[config.mk]
export PLATFORM = sky130hd
export DESIGN_NAME = tick_timer_trio
export DESIGN_NICKNAME = d
export VERILOG_FILES = /design/src/rtl/tmr_pkg.sv /design/src/rtl/tmr_prescale.sv /design/src/rtl/tmr_channel.sv /design/src/rtl/tick_timer_trio.sv
export SDC_FILE = /design/constraint.sdc
export NUM_CORES = 1
export LEC_CHECK = 0
export BUFFER_PORTS_ARGS = -buffer_cell sky130_fd_sc_hd__buf_2
export CORE_MARGIN = 4
export CORE_UTILIZATION = 60
export CTS_BUF_LIST = sky130_fd_sc_hd__clkbuf_8
export DETAILED_ROUTE_END_ITERATION = 8
export PLACE_DENSITY = 0.81
export SLEW_MARGIN = 20
export SYNTH_ARGS = -nofsm -noshare
export SYNTH_HDL_FRONTEND = slang
export SYNTH_SLANG_ARGS = --single-unit
[constraint.sdc]
create_clock -name clk -period 3.58 [get_ports clk]
set_clock_uncertainty 0.15 [all_clocks]
set_input_delay 0.179 -clock clk [delete_from_list [all_inputs] [get_ports clk]]
set_output_delay 0.179 -clock clk [all_outputs]
set_load 0.005 [all_outputs]
[src/rtl/tmr_pkg.sv]
package tmr_pkg;
  localparam int NUM_TMR = 3;
  localparam int ADDR_W  = 3;
  localparam int DATA_W  = 8;
  localparam int TGT_W   = 8;
  localparam int CNT_W   = 4;

  typedef logic [ADDR_W-1:0] reg_addr_t;

  localparam reg_addr_t A_CTRL = 3'd0;
  localparam reg_addr_t A_TGT0 = 3'd1;
  localparam reg_addr_t A_CNT0 = 3'd4;
endpackage

[src/rtl/tmr_prescale.sv]
module tmr_prescale #(
  parameter int DIV = 128
) (
  input  logic clk,
  input  logic rst_n,
  output logic tick_o
);
  localparam int W = (DIV > 1) ? $clog2(DIV) : 1;
  localparam logic [W-1:0] LAST = W'(DIV - 1);

  logic [W-1:0] cnt_q;

  assign tick_o = (cnt_q == LAST);

  always_ff @(posedge clk) begin
    if (!rst_n)      cnt_q <= '0;
    else if (tick_o) cnt_q <= '0;
    else             cnt_q <= cnt_q + 1'b1;
  end

  generate
    if (DIV > 1) begin : g_chk

      tick_spacing_chk: assert property (@(posedge clk) disable iff (!rst_n)
        tick_o |=> !tick_o);
    end
  endgenerate
endmodule

[src/rtl/tmr_channel.sv]
module tmr_channel #(
  parameter int TGT_W = 8,
  parameter int CNT_W = 4
) (
  input  logic             clk,
  input  logic             rst_n,
  input  logic             en_i,
  input  logic             en_rise_i,
  input  logic             tick_i,
  input  logic             clr_i,
  input  logic             tgt_we_i,
  input  logic [TGT_W-1:0] tgt_i,
  output logic [CNT_W-1:0] cnt_o
);
  logic [TGT_W-1:0] tgt_q;
  logic [TGT_W-1:0] div_q;
  logic [CNT_W-1:0] cnt_q;
  logic [TGT_W:0]   period;
  logic [TGT_W:0]   div_nxt;
  logic             hit;
  logic             inc;

  assign period  = {(tgt_q == '0), tgt_q};
  assign div_nxt = {1'b0, div_q} + 1'b1;
  assign hit     = (div_nxt == period);
  assign inc     = en_i && tick_i && hit;
  assign cnt_o   = cnt_q;

  always_ff @(posedge clk) begin
    if (!rst_n) tgt_q <= '0;
    else if (tgt_we_i) tgt_q <= tgt_i;
  end

  always_ff @(posedge clk) begin
    if (!rst_n) begin
      div_q <= '0;
      cnt_q <= '0;
    end else if (en_rise_i) begin
      div_q <= '0;
      cnt_q <= '0;
    end else begin
      if (en_i && tick_i) div_q <= hit ? '0 : div_nxt[TGT_W-1:0];
      if (clr_i)    cnt_q <= inc ? CNT_W'(1) : '0;
      else if (inc) cnt_q <= cnt_q + 1'b1;
    end
  end


  cnt_step_chk: assert property (@(posedge clk) disable iff (!rst_n)
    (!clr_i && !en_rise_i) |=> (cnt_q == $past(cnt_q) || cnt_q == $past(cnt_q) + 1'b1));


  hold_off_chk: assert property (@(posedge clk) disable iff (!rst_n)
    (!en_i && !en_rise_i && !clr_i) |=> ($stable(cnt_q) && $stable(div_q)));


  rise_clear_chk: assert property (@(posedge clk) disable iff (!rst_n)
    en_rise_i |=> (cnt_q == '0 && div_q == '0));


  clear_low_chk: assert property (@(posedge clk) disable iff (!rst_n)
    (clr_i && !en_rise_i) |=> (cnt_q <= CNT_W'(1)));
endmodule

[src/rtl/tick_timer_trio.sv]
module tick_timer_trio
  import tmr_pkg::*;
#(
  parameter int SLOW_DIV = 128,
  parameter int FAST_DIV = 16,
  parameter logic [NUM_TMR-1:0] FAST_MASK = 3'b100
) (
  input  logic              clk,
  input  logic              rst_n,
  input  logic [ADDR_W-1:0] bus_addr,
  input  logic              wr_en,
  input  logic [DATA_W-1:0] wr_data,
  input  logic              rd_en,
  output logic [DATA_W-1:0] rd_data
);
  logic               slow_tick;
  logic               fast_tick;
  logic [NUM_TMR-1:0] ctrl_q;
  logic [NUM_TMR-1:0] en_rise;
  logic [NUM_TMR-1:0] clr;
  logic [NUM_TMR-1:0] tgt_we;
  logic [NUM_TMR-1:0] tick;
  logic [CNT_W-1:0]   cnt [NUM_TMR];
  logic [DATA_W-1:0]  rd_next;
  logic [DATA_W-1:0]  rd_q;
  logic               ctrl_we;

  tmr_prescale #(.DIV(SLOW_DIV)) u_slow (.clk(clk), .rst_n(rst_n), .tick_o(slow_tick));
  tmr_prescale #(.DIV(FAST_DIV)) u_fast (.clk(clk), .rst_n(rst_n), .tick_o(fast_tick));

  assign ctrl_we = wr_en && (bus_addr == A_CTRL);

  always_ff @(posedge clk) begin
    if (!rst_n)       ctrl_q <= '0;
    else if (ctrl_we) ctrl_q <= wr_data[NUM_TMR-1:0];
  end

  generate
    for (genvar i = 0; i < NUM_TMR; i++) begin : g_tmr
      localparam reg_addr_t TGT_A = reg_addr_t'(A_TGT0 + i);
      localparam reg_addr_t CNT_A = reg_addr_t'(A_CNT0 + i);

      if (FAST_MASK[i]) begin : g_fast
        assign tick[i] = fast_tick;
      end else begin : g_slow
        assign tick[i] = slow_tick;
      end

      assign en_rise[i] = ctrl_we && wr_data[i] && !ctrl_q[i];
      assign clr[i]     = (wr_en || rd_en) && (bus_addr == CNT_A);
      assign tgt_we[i]  = wr_en && (bus_addr == TGT_A);

      tmr_channel #(.TGT_W(TGT_W), .CNT_W(CNT_W)) u_ch (
        .clk      (clk),
        .rst_n    (rst_n),
        .en_i     (ctrl_q[i]),
        .en_rise_i(en_rise[i]),
        .tick_i   (tick[i]),
        .clr_i    (clr[i]),
        .tgt_we_i (tgt_we[i]),
        .tgt_i    (wr_data[TGT_W-1:0]),
        .cnt_o    (cnt[i])
      );
    end
  endgenerate

  always_comb begin
    rd_next = '0;
    for (int i = 0; i < NUM_TMR; i++) begin
      if (bus_addr == reg_addr_t'(A_CNT0 + i)) rd_next = DATA_W'(cnt[i]);
    end
  end

  always_ff @(posedge clk) begin
    if (!rst_n)     rd_q <= '0;
    else if (rd_en) rd_q <= rd_next;
  end

  assign rd_data = rd_q;


  rd_hi_zero_chk: assert property (@(posedge clk) disable iff (!rst_n)
    rd_en |=> (rd_data[DATA_W-1:CNT_W] == '0));


  rd_unmapped_chk: assert property (@(posedge clk) disable iff (!rst_n)
    (rd_en && (bus_addr < A_CNT0 || bus_addr == reg_addr_t'(A_CNT0 + NUM_TMR))) |=> (rd_data == '0));
endmodule

-- Word-level counts from Yosys, hierarchy flattened
Cells that the tools add are included.
- flip-flop bits (word level): 82
- output and inout port bits: 8
- word-level logic and storage cells: 83
- input bits: 15
- reduce and logical (&&, ||, !) cells: 35
- bitwise logic cells: 1
- eq/ne operators: 11
- add/sub/neg operators: 8
- mux-type cells: 15
- operators with widths (operator ; number):
    $mux W8 ; 5
    $mux W4 ; 7
    $add A8 B1 Y9 const B ; 3
    $eq A9 B9 Y1 ; 3
    $logic_not A8 Y1 ; 3
    $logic_and A1 B1 Y1 ; 19
    $add A4 B1 Y4 const B ; 4
    $reduce_or A2 Y1 ; 5
    $eq A3 B3 Y1 const B ; 3
    $add A7 B1 Y7 const B ; 1
    $eq A7 B7 Y1 const B ; 1
    $eq A3 B2 Y1 const B ; 2
    $reduce_bool A2 Y1 ; 3
    $eq A4 B4 Y1 const B ; 1
    $eq A3 B1 Y1 const B ; 1
    $logic_not A1 Y1 ; 3
    $logic_not A3 Y1 ; 1
    $mux W1 ; 3
    $logic_or A1 B1 Y1 ; 1
    $not A1 Y1 ; 1

-- Logic depth before layout (Yosys ltp)
- depth in word-level cells: 5
- gate-level depth with buffers: 9
- mapped depth without buffers: 7

-- By module
A second synthesis with hierarchy kept.
- cells, all modules: 509
- area total of the unflattened synthesis: 4644.5 µm²
- modules (own cells, without submodules) (module ; instances ; area each (µm²) ; cells each ; seq. area each (µm²)):
    tmr_channel ; 3 ; 1224.9 ; 134 ; 400.4
    tick_timer_trio ; 1 ; 526.8 ; 60 ; 140.1
    tmr_prescale (u_slow) ; 1 ; 274.0 ; 31 ; 140.1
    tmr_prescale (u_fast) ; 1 ; 168.9 ; 16 ; 80.1

-- Least setup slack after synthesis
No wires, ideal clock.
- path kind: register to register
- start point: reg u_slow.cnt_q[0]
- end point: reg g_tmr[0].u_ch.cnt_q[2]
- clock period less this slack: 2.684 ns
- arrival time: 2.464 ns
- data required time: 3.360 ns
- setup slack: 0.896 ns
- cell stages (with the launch flop): 9
- buffers on the path: 1
- setup time: 0.070 ns
- cells stage by stage: dfxtp_1 -> ha_1 -> and4_4 -> nand4_4 -> or4_1 -> or4_1 -> buf_2 -> or4_1 -> a21oi_1
- cells in the longest elaborated chain, start to end: 4
- ends and longest elaborated chain (what ; line ; text):
    start, declared ; tmr_prescale.sv:11 ; logic [W-1:0] cnt_q;
    start signal, assigned ; tmr_prescale.sv:18 ; else cnt_q <= cnt_q + 1'b1;
    $eq A7 B7 Y1 ; tmr_prescale.sv:13 ; assign tick_o = (cnt_q == LAST);
    $logic_and A1 B1 Y1 (2 in a row) ; tmr_channel.sv:26 ; assign inc = en_i && tick_i && hit;
    $reduce_bool A2 Y1 (no line) ; n/a ;
    end signal, assigned ; tmr_channel.sv:43 ; if (clr_i) cnt_q <= inc ? CNT_W'(1) : '0;
    end signal, assigned ; tmr_channel.sv:44 ; else if (inc) cnt_q <= cnt_q + 1'b1;
    end, declared ; tmr_channel.sv:17 ; logic [CNT_W-1:0] cnt_q;
Every way passes these cells.
A chain may end at the register's enable or synchronous reset.

-- Worst setup path in the final report
- start point: reg u_slow.cnt_q[0]
- end point: reg g_tmr[0].u_ch.div_q[5]
- cells in the longest elaborated chain, start to end: 2
- ends and longest elaborated chain (what ; line ; text):
    $eq A7 B7 Y1 ; tmr_prescale.sv:13 ;
    $logic_and A1 B1 Y1 ; tmr_channel.sv:42 ; if (en_i && tick_i) div_q <= hit ? '0 : div_nxt[TGT_W-1:0];
    end signal, assigned ; tmr_channel.sv:42 ;
    end, declared ; tmr_channel.sv:16 ; logic [TGT_W-1:0] div_q;
Every way passes these cells.

==> results.cfg <==
[run_status]
status = complete, no violations

[worst_setup_path]
slowest_stage = or4_1
crit_fanout = 9
critPathTopFamily = simple AND/OR/NAND/NOR gates
arrival_ns = 3.05
cp-startpoint = u_slow.cnt_q[0]$_SDFF_PP0_
path_cells = ha_1 > and4_4 > nand4_4 > or4_1 > or4_1 > o21ai_1 > nor2_1
startpoint_type = flip-flop
r2r-start = u_slow.cnt_q[0]$_SDFF_PP0_
cp_common_cell = or4_1
cp-end-kind = flip-flop
max_stage_delay_ns = 0.56
cp.required_ns = 3.66
worst-path-buf-inv = 0
critPathKind = reg2reg

[hold_path]
hold_path.startpoint = bus_addr[0]
worst_hold_path_type = in2reg

[global_routing]
grt_antenna_before_repair = 0
grt_max_degree = 23
grt_overflow = 0
grt_pass1_wl_um = 15100
grt_pass1_vias = 3378
grt_use_total_pct = 22.4

[job]
drv_cap = 0

[placement]
port_buffers = 18
gp_congestion = 0.889
dp_hpwl_um = 6420

[logic_synthesis]
async_reset_ff_share_pct = 0
synth_edf_count = 0
yosysSeqAreaShare_pct = 38.5
ys.flop_type = dfxtp_1
yosys_register_bits = 78
synth_area_um2 = 4050
avgSynthCellArea_um2 = 8.20
yosys_warnings = 0
synthCells = 494
synth_cell_types = 57

[floorplanning]
dieArea_um2 = 8130
ioPinCount = 23
die_h_um = 90.2
start_util_pct = 62.7
num_rows = 29
floorplan.die.width_um = 90.2
core_um2 = 6460

[finish]
diodes = 0
area_growth_pct = 11.1
ff_latch_area_um2 = 1560
multi_input_area_um2 = 2350
drive_gt1_share_pct = 8.46
nets = 538
nFillCells = 505

[drt]
drc_errors = 0
drt_pass1_iterations = 4
vias = 3528
wire_per_inst_um = 15.0
drtIter0Drc = 260
ant_nets = 0
via_per_inst = 5.91
drt_wl_total_um = 8980

[cts]
clock_latency_ns = 0.36
cts_setup_buffers = 0
clk_path_buf_depth = 2
tritoncts = done
cts-root-buf = clkbuf_8
cts_inserted_buffers = 9
clk_pin_slew_ns = 0.09
cts-htree-levels = 3
cts_sinks = 78

[pwr]
p_leak_nw = 1.65
ir_drop_mv = 0.288
power_density_nw_per_um2 = 390
p_total_mw = 1.76

[sta]
relSlewSlack_pct = 51.6
setup_viol = 0
final.min_clock_period_ns = 2.97
slew_violations = 0
tightest_slew_ns = 0.726
finalCritPeriodShare_pct = 83.0
rsz0062_at_grt = false
setup_tns_ns = 0
finalHoldViolations = 0
whs_ns = 0.135
max_freq_mhz = 336
## registers in the layout (all words and copies together), names as in the netlist
name              count
ctrl_q                3
rd_data               4
u_fast.cnt_q          4
g_tmr.u_ch.cnt_o     12
u_slow.cnt_q          7
g_tmr.u_ch.div_q     24
g_tmr.u_ch.tgt_q     24
## metal layers
layer	GRT usage [%]	part of all wire [%]
met1	27.3	43
met5	0	0
met3	5.93	5.9
met2	38.2	48
met4	7.65	2.4
## path summary, 6_finish.rpt
check                           slack [ns]  depth (start not counted)                                   to
worst max-delay path                  0.61                          7  g_tmr[0].u_ch.div_q[5]$_SDFFE_PP0P_
worst min-delay path                  0.14                          4              rd_data[0]$_SDFFE_PN0P_
worst max register to register        0.61                          7  g_tmr[0].u_ch.div_q[5]$_SDFFE_PP0P_
worst min register to register        0.31                          1           u_slow.cnt_q[0]$_SDFF_PP0_
## layout by cell type (no fill, tap or decap), types with 4 or more instances in the layout
cell            n
or3_1           5
nand3_1        21
dlygate4sd3_1  12
a21oi_1        36
clkbuf_8       10
dfxtp_1        78
xor2_1         24
nand4_1         9
nand2_1        67
and3_1          5
nor2_1         59
mux2i_1        14
and2_1          4
conb_1          4
nand2b_1        5
or4_1           9
nor4_1          5
xnor2_1        37
nor3_1          8
inv_1          11
buf_2          18
o31ai_1         4
ha_1            8
o21ai_0        12
## timing repair
item,CTS,global route
hold buffers,12,0
setup endpoints to repair,0,0
resized for setup,0,0
hold endpoints to repair,31,0
## cell type report
class | instances | area share [%]
Sequential cell | 78 | 34.7
Inverter | 11 | 0.917
Tap cell | 77 | 2.14
Clock inverter | 6 | 2.08
Multi-Input combinational cell | 383 | 52.1
Clock buffer | 10 | 3.06
Timing Repair Buffer | 32 | 5.00
## cells by family after synthesis
| kind of cell | share of synthesized area [%] |
|---|---|
| AND/OR/NAND/NOR | 25.5 |
| AO/OA/AOI/OAI | 12.9 |
| flip-flops | 38.5 |
| XOR/XNOR | 13.2 |
| buffers and inverters | 3.83 |
| multiplexers | 3.46 |
| adder cells (fa/ha/maj) | 2.47 |
| other | 0.0926 |
## Yosys cell counts (all sizes together), types with 2 or more instances
| library cell | number | area (µm²) |
|---|---|---|
| a31oi | 3 | 18.8 |
| o21ba | 2 | 20.0 |
| ha | 8 | 100 |
| nor4 | 5 | 31.3 |
| o21a | 3 | 22.5 |
| clkbuf | 16 | 61.3 |
| o211ai | 3 | 22.5 |
| a211o | 3 | 27.5 |
| nand2 | 67 | 251 |
| a21boi | 2 | 15.0 |
| mux2i | 14 | 140 |
| or3 | 5 | 31.3 |
| o21ai | 14 | 70.1 |
| xor2 | 24 | 210 |
| and2 | 4 | 25.0 |
| xnor2 | 37 | 324 |
| inv | 11 | 41.3 |
| buf | 9 | 52.6 |
| a21oi | 36 | 180 |
| and4 | 4 | 38.8 |
| nor3 | 8 | 40.0 |
| nand4 | 10 | 77.6 |
| and3 | 5 | 31.3 |
| a21o | 2 | 15.0 |
| nand2b | 5 | 31.3 |
| o31ai | 4 | 30.0 |
| nor2b | 3 | 18.8 |
| nand3 | 21 | 105 |
| nor3b | 3 | 22.5 |
| or4 | 9 | 67.6 |
| dfxtp | 78 | 1560 |
| nor2 | 59 | 221 |
## power breakdown
group / switching (mW) / total, mW / internal [mW] / leakage [nW]
clock: 0.344 / 0.760 / 0.416 / 0.113
sequential: 0.0121 / 0.891 / 0.879 / 0.630
combinational: 0.0633 / 0.106 / 0.0432 / 0.904
total: 0.419 / 1.76 / 1.34 / 1.65
## worst register-to-register path, delay by kind of cell (launching register included)
kind	cells	cell delay, ns
and+or+nand+nor	5	1.62
AOI/OAI and AO/OA	1	0.50
DFF	1	0.37
adders and majority gates	1	0.21
## stage by stage
stage	area [µm²]	instances	setup WS, ns	util [%]
after floorplan	4060	497	0.896	-
after global placement	4150	569	0.740	64.3
after detailed placement	4150	569	0.640	64.3
after CTS	4500	597	0.616	69.7
after global routing	4500	597	0.415	69.7
final	4500	597	0.607	69.7
No activity file was read; power rests on OpenSTA's default activity.
